### config.mk
export PLATFORM = sky130hd
export DESIGN_NAME = ser_tx
export DESIGN_NICKNAME = d
export VERILOG_FILES = /design/src/rtl/ser_tx_pkg.sv /design/src/rtl/ser_word_clk.sv /design/src/rtl/ser_bound_ctr.sv /design/src/rtl/ser_piso.sv /design/src/rtl/ser_tx.sv
export SDC_FILE = /design/constraint.sdc
export NUM_CORES = 1
export LEC_CHECK = 0
export ABC_CLOCK_PERIOD_IN_PS = 1300
export BUFFER_PORTS_ARGS = -buffer_cell sky130_fd_sc_hd__buf_2
export CORE_MARGIN = 10
export CORE_UTILIZATION = 48
export DETAILED_ROUTE_END_ITERATION = 12
export PLACE_DENSITY = 0.72
export SYNTH_ARGS = -nofsm -noshare
export SYNTH_HDL_FRONTEND = slang
export SYNTH_SLANG_ARGS = --single-unit
### constraint.sdc
create_clock -name clk_i -period 1.3 [get_ports clk_i]
set_input_delay 0.325 -clock clk_i [delete_from_list [all_inputs] [get_ports clk_i]]
set_output_delay 0.325 -clock clk_i [all_outputs]
set_load 0.03 [all_outputs]
### src/rtl/ser_tx_pkg.sv
package ser_tx_pkg;

    typedef enum logic {
        FWD_BIT  = 1'b0,
        FWD_WORD = 1'b1
    } fwd_sel_e;

endpackage

### src/rtl/ser_word_clk.sv
module ser_word_clk #(
    parameter int RATIO        = 8,
    parameter bit EXT_WORD_CLK = 1'b1
) (
    input  logic clk_i,
    input  logic rst_i,
    input  logic word_clk_i,
    output logic word_clk_o,
    output logic word_rise_o
);

    logic prev_d, prev_q;

    generate
        if (EXT_WORD_CLK) begin : g_ext
            assign word_clk_o = word_clk_i;
        end else begin : g_div
            localparam int DIV_W = (RATIO > 2) ? $clog2(RATIO) : 1;
            localparam logic [DIV_W-1:0] LAST = DIV_W'(RATIO - 1);
            localparam logic [DIV_W-1:0] HALF = DIV_W'(RATIO / 2);

            logic [DIV_W-1:0] div_d, div_q;
            logic             wgen_d, wgen_q;

            always_comb begin
                div_d  = (div_q == LAST) ? '0 : div_q + 1'b1;
                wgen_d = (div_d < HALF);
            end

            always_ff @(posedge clk_i) begin
                if (rst_i) begin
                    div_q  <= LAST;
                    wgen_q <= 1'b0;
                end else begin
                    div_q  <= div_d;
                    wgen_q <= wgen_d;
                end
            end

            assign word_clk_o = wgen_q;
        end
    endgenerate

    always_comb begin
        prev_d      = word_clk_o;
        word_rise_o = word_clk_o & ~prev_q;
    end

    always_ff @(posedge clk_i) begin
        if (rst_i) prev_q <= 1'b0;
        else       prev_q <= prev_d;
    end

endmodule

### src/rtl/ser_bound_ctr.sv
module ser_bound_ctr #(
    parameter int RATIO = 8
) (
    input  logic clk_i,
    input  logic rst_i,
    input  logic word_rise_i,
    output logic started_o,
    output logic load_o
);

    localparam int CNT_W = (RATIO > 2) ? $clog2(RATIO) : 1;
    localparam logic [CNT_W-1:0] LAST = CNT_W'(RATIO - 1);

    typedef struct packed {
        logic             started;
        logic [CNT_W-1:0] cnt;
    } ctr_t;

    ctr_t st_d, st_q;

    always_comb begin
        st_d         = st_q;
        st_d.started = st_q.started | word_rise_i;
        if (st_q.started) begin
            st_d.cnt = (st_q.cnt == LAST) ? '0 : st_q.cnt + 1'b1;
        end
    end

    always_ff @(posedge clk_i) begin
        if (rst_i) st_q <= '0;
        else       st_q <= st_d;
    end

    assign started_o = st_q.started;
    assign load_o    = st_q.started && (st_q.cnt == LAST);

endmodule

### src/rtl/ser_piso.sv
module ser_piso #(
    parameter int RATIO = 8
) (
    input  logic             clk_i,
    input  logic             rst_i,
    input  logic             capture_i,
    input  logic             load_i,
    input  logic [RATIO-1:0] data_i,
    output logic             ser_o
);

    typedef struct packed {
        logic [RATIO-1:0] hold;
        logic [RATIO-1:0] shift;
        logic             dout;
    } piso_t;

    piso_t st_d, st_q;

    always_comb begin
        st_d      = st_q;
        if (capture_i) st_d.hold = data_i;
        if (load_i)    st_d.shift = st_q.hold;
        else           st_d.shift = {st_q.shift[RATIO-2:0], 1'b0};
        st_d.dout = st_q.shift[RATIO-1];
    end

    always_ff @(posedge clk_i) begin
        if (rst_i) st_q <= '0;
        else       st_q <= st_d;
    end

    assign ser_o = st_q.dout;

endmodule

### src/rtl/ser_tx.sv
module ser_tx
    import ser_tx_pkg::*;
#(
    parameter int       RATIO        = 8,
    parameter bit       EXT_WORD_CLK = 1'b1,
    parameter fwd_sel_e FWD_SEL      = FWD_BIT
) (
    input  logic             clk_i,
    input  logic             rst_i,
    input  logic             word_clk_i,
    input  logic [RATIO-1:0] data_i,
    output logic             ser_o,
    output logic             clk_fwd_o
);

    logic word_clk;
    logic word_rise;
    logic started;
    logic load;

    ser_word_clk #(
        .RATIO        (RATIO),
        .EXT_WORD_CLK (EXT_WORD_CLK)
    ) i_word_clk (
        .clk_i       (clk_i),
        .rst_i       (rst_i),
        .word_clk_i  (word_clk_i),
        .word_clk_o  (word_clk),
        .word_rise_o (word_rise)
    );

    ser_bound_ctr #(
        .RATIO (RATIO)
    ) i_bound_ctr (
        .clk_i       (clk_i),
        .rst_i       (rst_i),
        .word_rise_i (word_rise),
        .started_o   (started),
        .load_o      (load)
    );

    ser_piso #(
        .RATIO (RATIO)
    ) i_piso (
        .clk_i     (clk_i),
        .rst_i     (rst_i),
        .capture_i (word_rise),
        .load_i    (load),
        .data_i    (data_i),
        .ser_o     (ser_o)
    );

    generate
        if (FWD_SEL == FWD_WORD) begin : g_fwd_word
            assign clk_fwd_o = word_clk;
        end else begin : g_fwd_bit
            assign clk_fwd_o = clk_i;
        end
    endgenerate

endmodule

==> impl_metrics.py <==
metrics = {
    "placed_design": {
        "dpl_cell_area_um2": 959.7,
        "routabilityCongestion": 0.6617,
        "io_buffers": 12,
        "hpwlAfterDp_um": 1025,
        "placed_cells": 115,
    },
    "route": {
        "ant_nets": 0,
        "viasPerCell": 4.885,
        "drt_first_pass_iters": 4,
        "wl_um": 1567,
        "num_vias": 596,
        "drc": 0,
        "drt_iter0_drc": 17,
        "wl_per_cell_um": 12.84,
    },
    "worst_setup_path": {
        "crit_fanout": 2,
        "startpoint_type": "flip-flop",
        "path_buf_inv": 0,
        "max_stage_delay_ns": 0.39,
        "end_kind": "flip-flop",
        "path_class": "reg2reg",
        "cpMostUsedCell": "ha_2",
        "cp.required_ns": 1.66,
        "cp_slowest_cell": "or3b_1",
        "critPathArrivalTime_ns": 1.63,
        "rrSetupSlack_ns": 0.04,
        "crit_chain": "ha_2 -> ha_2 -> or3b_1 -> a21oi_2",
        "cp_top_family": "simple AND/OR/NAND/NOR gates",
    },
    "sta": {
        "hold_slack_ns": 0.1654,
        "post-route-min-period_ns": 1.264,
        "slew_headroom_pct": 74.98,
        "setup_tns_ns": 0,
        "worst_pin_slew_ns": 0.3754,
        "hold_viol_final": 0,
        "fin_skew_ns": 0.004267,
        "setup_viol": 0,
        "fin_crit_sh_pct": 97.27,
        "drv_slew": 0,
        "fmax_mhz": 790.8,
    },
    "cells_and_area": {
        "nFillCells": 158,
        "n_antenna_cell": 0,
        "area_delta_synth_final_pct": 19.57,
        "seqCellArea_um2": 442.9,
        "num-nets-final": 111,
        "final_area_um2": 1055,
        "layout_common_cells": "dfxtp_1, nand2b_1, buf_2",
        "layout_commonest_cell": "dfxtp_1",
        "drive_gt1_share_pct": 28.87,
        "multi_input_area_um2": 414.1,
        "layout.cells.non_filler": 122,
    },
    "grt": {
        "grt-ovfl-total": 0,
        "grtUsageTotal_pct": 8.752,
        "antenna_found_initial": 0,
        "grt_max_degree": 30,
        "grt_pass1_wl_um": 2725,
        "grt_pass1_vias": 619,
    },
    "power": {
        "cellLeakagePower_uw": 0.0004556,
        "vdd_drop_max_mv": 1.382,
        "powerDensity_nw_per_um2": 1482,
        "power_uw": 1564,
    },
    "floorplanning": {
        "die_h_um": 62.87,
        "ios": 13,
        "fp.dieArea_um2": 3953,
        "die_w_um": 62.87,
        "initial_core_util_pct": 51.09,
        "rows": 15,
        "coreArea_um2": 1727,
    },
    "clocking": {
        "tritoncts": "built",
        "path_clk_slew_ns": 0.12,
        "postCtsHoldBufs": 0,
        "clk_latency_ns": 0.42,
    },
    "synth": {
        "syn-num-nets": 94,
        "synth_cells": 81,
        "ys.warnings.count": 0,
        "postSynthAreaPerCell_um2": 10.89,
        "yosysSeqAreaShare_pct": 49.93,
        "yosys_register_bits": 22,
        "yosysUniqueCellTypes": 15,
        "syn_area_um2": 882.1,
    },
    "hold_path": {
        "hp-class": "in2reg",
    },
    "flow_run": {
        "maxCapViolations": 0,
    },
    "outcome": {
        "status": "finished, final reports clean",
    },
}
tightest hold or removal path, cell delays in order:
cell and delay, ns:
buf_2 0.09, nand4bb_1 0.08, o21ai_1 0.06
area by class of cell:
class	instances	area share, %
Sequential cell	22	41.99
Multi-Input combinational cell	53	39.26
Timing Repair Buffer	15	8.304
Clock buffer	6	4.626
Tap cell	25	2.966
Clock inverter	1	2.847
cells in the mapped netlist:
library cell	n	area share, %
a21oi_1	1	0.57
dfxtp_1	22	50
clkbuf_1	1	0.43
nand4bb_1	8	10
nand2b_1	16	11
or3b_1	1	0.99
nand2_2	1	0.71
buf_2	2	1.1
mux2i_1	9	10
nor2b_1	3	2.1
ha_1	2	2.8
o21ba_1	1	1.1
o21ai_1	8	4.5
nor2_1	3	1.3
buf_4	3	2.6
metrics by stage:
| stage | utilization [%] | worst slack [ns] |
|---|---|---|
| after floorplan | - | 0.09645 |
| after global placement | 55.58 | 0.07541 |
| after detailed placement | 55.58 | 0.01879 |
| after CTS | 60.51 | 0.02594 |
| after global routing | 61.09 | -0.0005426 |
| final | 61.09 | 0.03553 |
registers in the layout, summed over array words and instances (netlist names):
name	count
i_bound_ctr.started_o	1
i_bound_ctr.st_q	3
i_piso.st_d	1
i_piso.st_q	15
i_piso.ser_o	1
i_word_clk.prev_q	1
report_power, final:
group	internal [uW]	switching (uW)
Clock	440	315
Sequential	698	13.7
Combinational	56.1	41.2
logic make-up after synthesis:
family	count (synthesis)	synth area share, %
buffers and inverters	6	4.113
adder cells (fa/ha/maj)	2	2.836
AND/OR/NAND/NOR	32	26.67
AO/OA/AOI/OAI	10	6.241
multiplexers	9	10.21
flip-flops	22	49.93
routing by layer:
layer | vias to the layer above | global-route usage (%) | share of wire (%)
met2 | 14 | 12.94 | 49
met5 | - | 0 | 0
met3 | 5 | 3.405 | 4.9
li1 | 309 | - | -
met1 | 268 | 9.505 | 44
met4 | 0 | 7.542 | 2.2
path summary, 6_finish.rpt:
kind	from	endpoint	cells past startpoint
worst min register to register	i_piso.st_d[0]	i_piso.ser_o	1
worst min-delay path	data_i[5]	i_piso.st_q[14]	3
worst max-delay path	i_bound_ctr.st_q[0]	i_bound_ctr.st_q[0]	4
worst max register to register	i_bound_ctr.st_q[0]	i_bound_ctr.st_q[0]	4
timing repair:
item | in CTS | in global routing
gates resized for setup | 4 | 4
buffers inserted | 1 | 0
cloned | 0 | 0
endpoints found under the setup margin | 2 | 2
pin swaps | 0 | 2
Power figures use the tool's default switching activity.
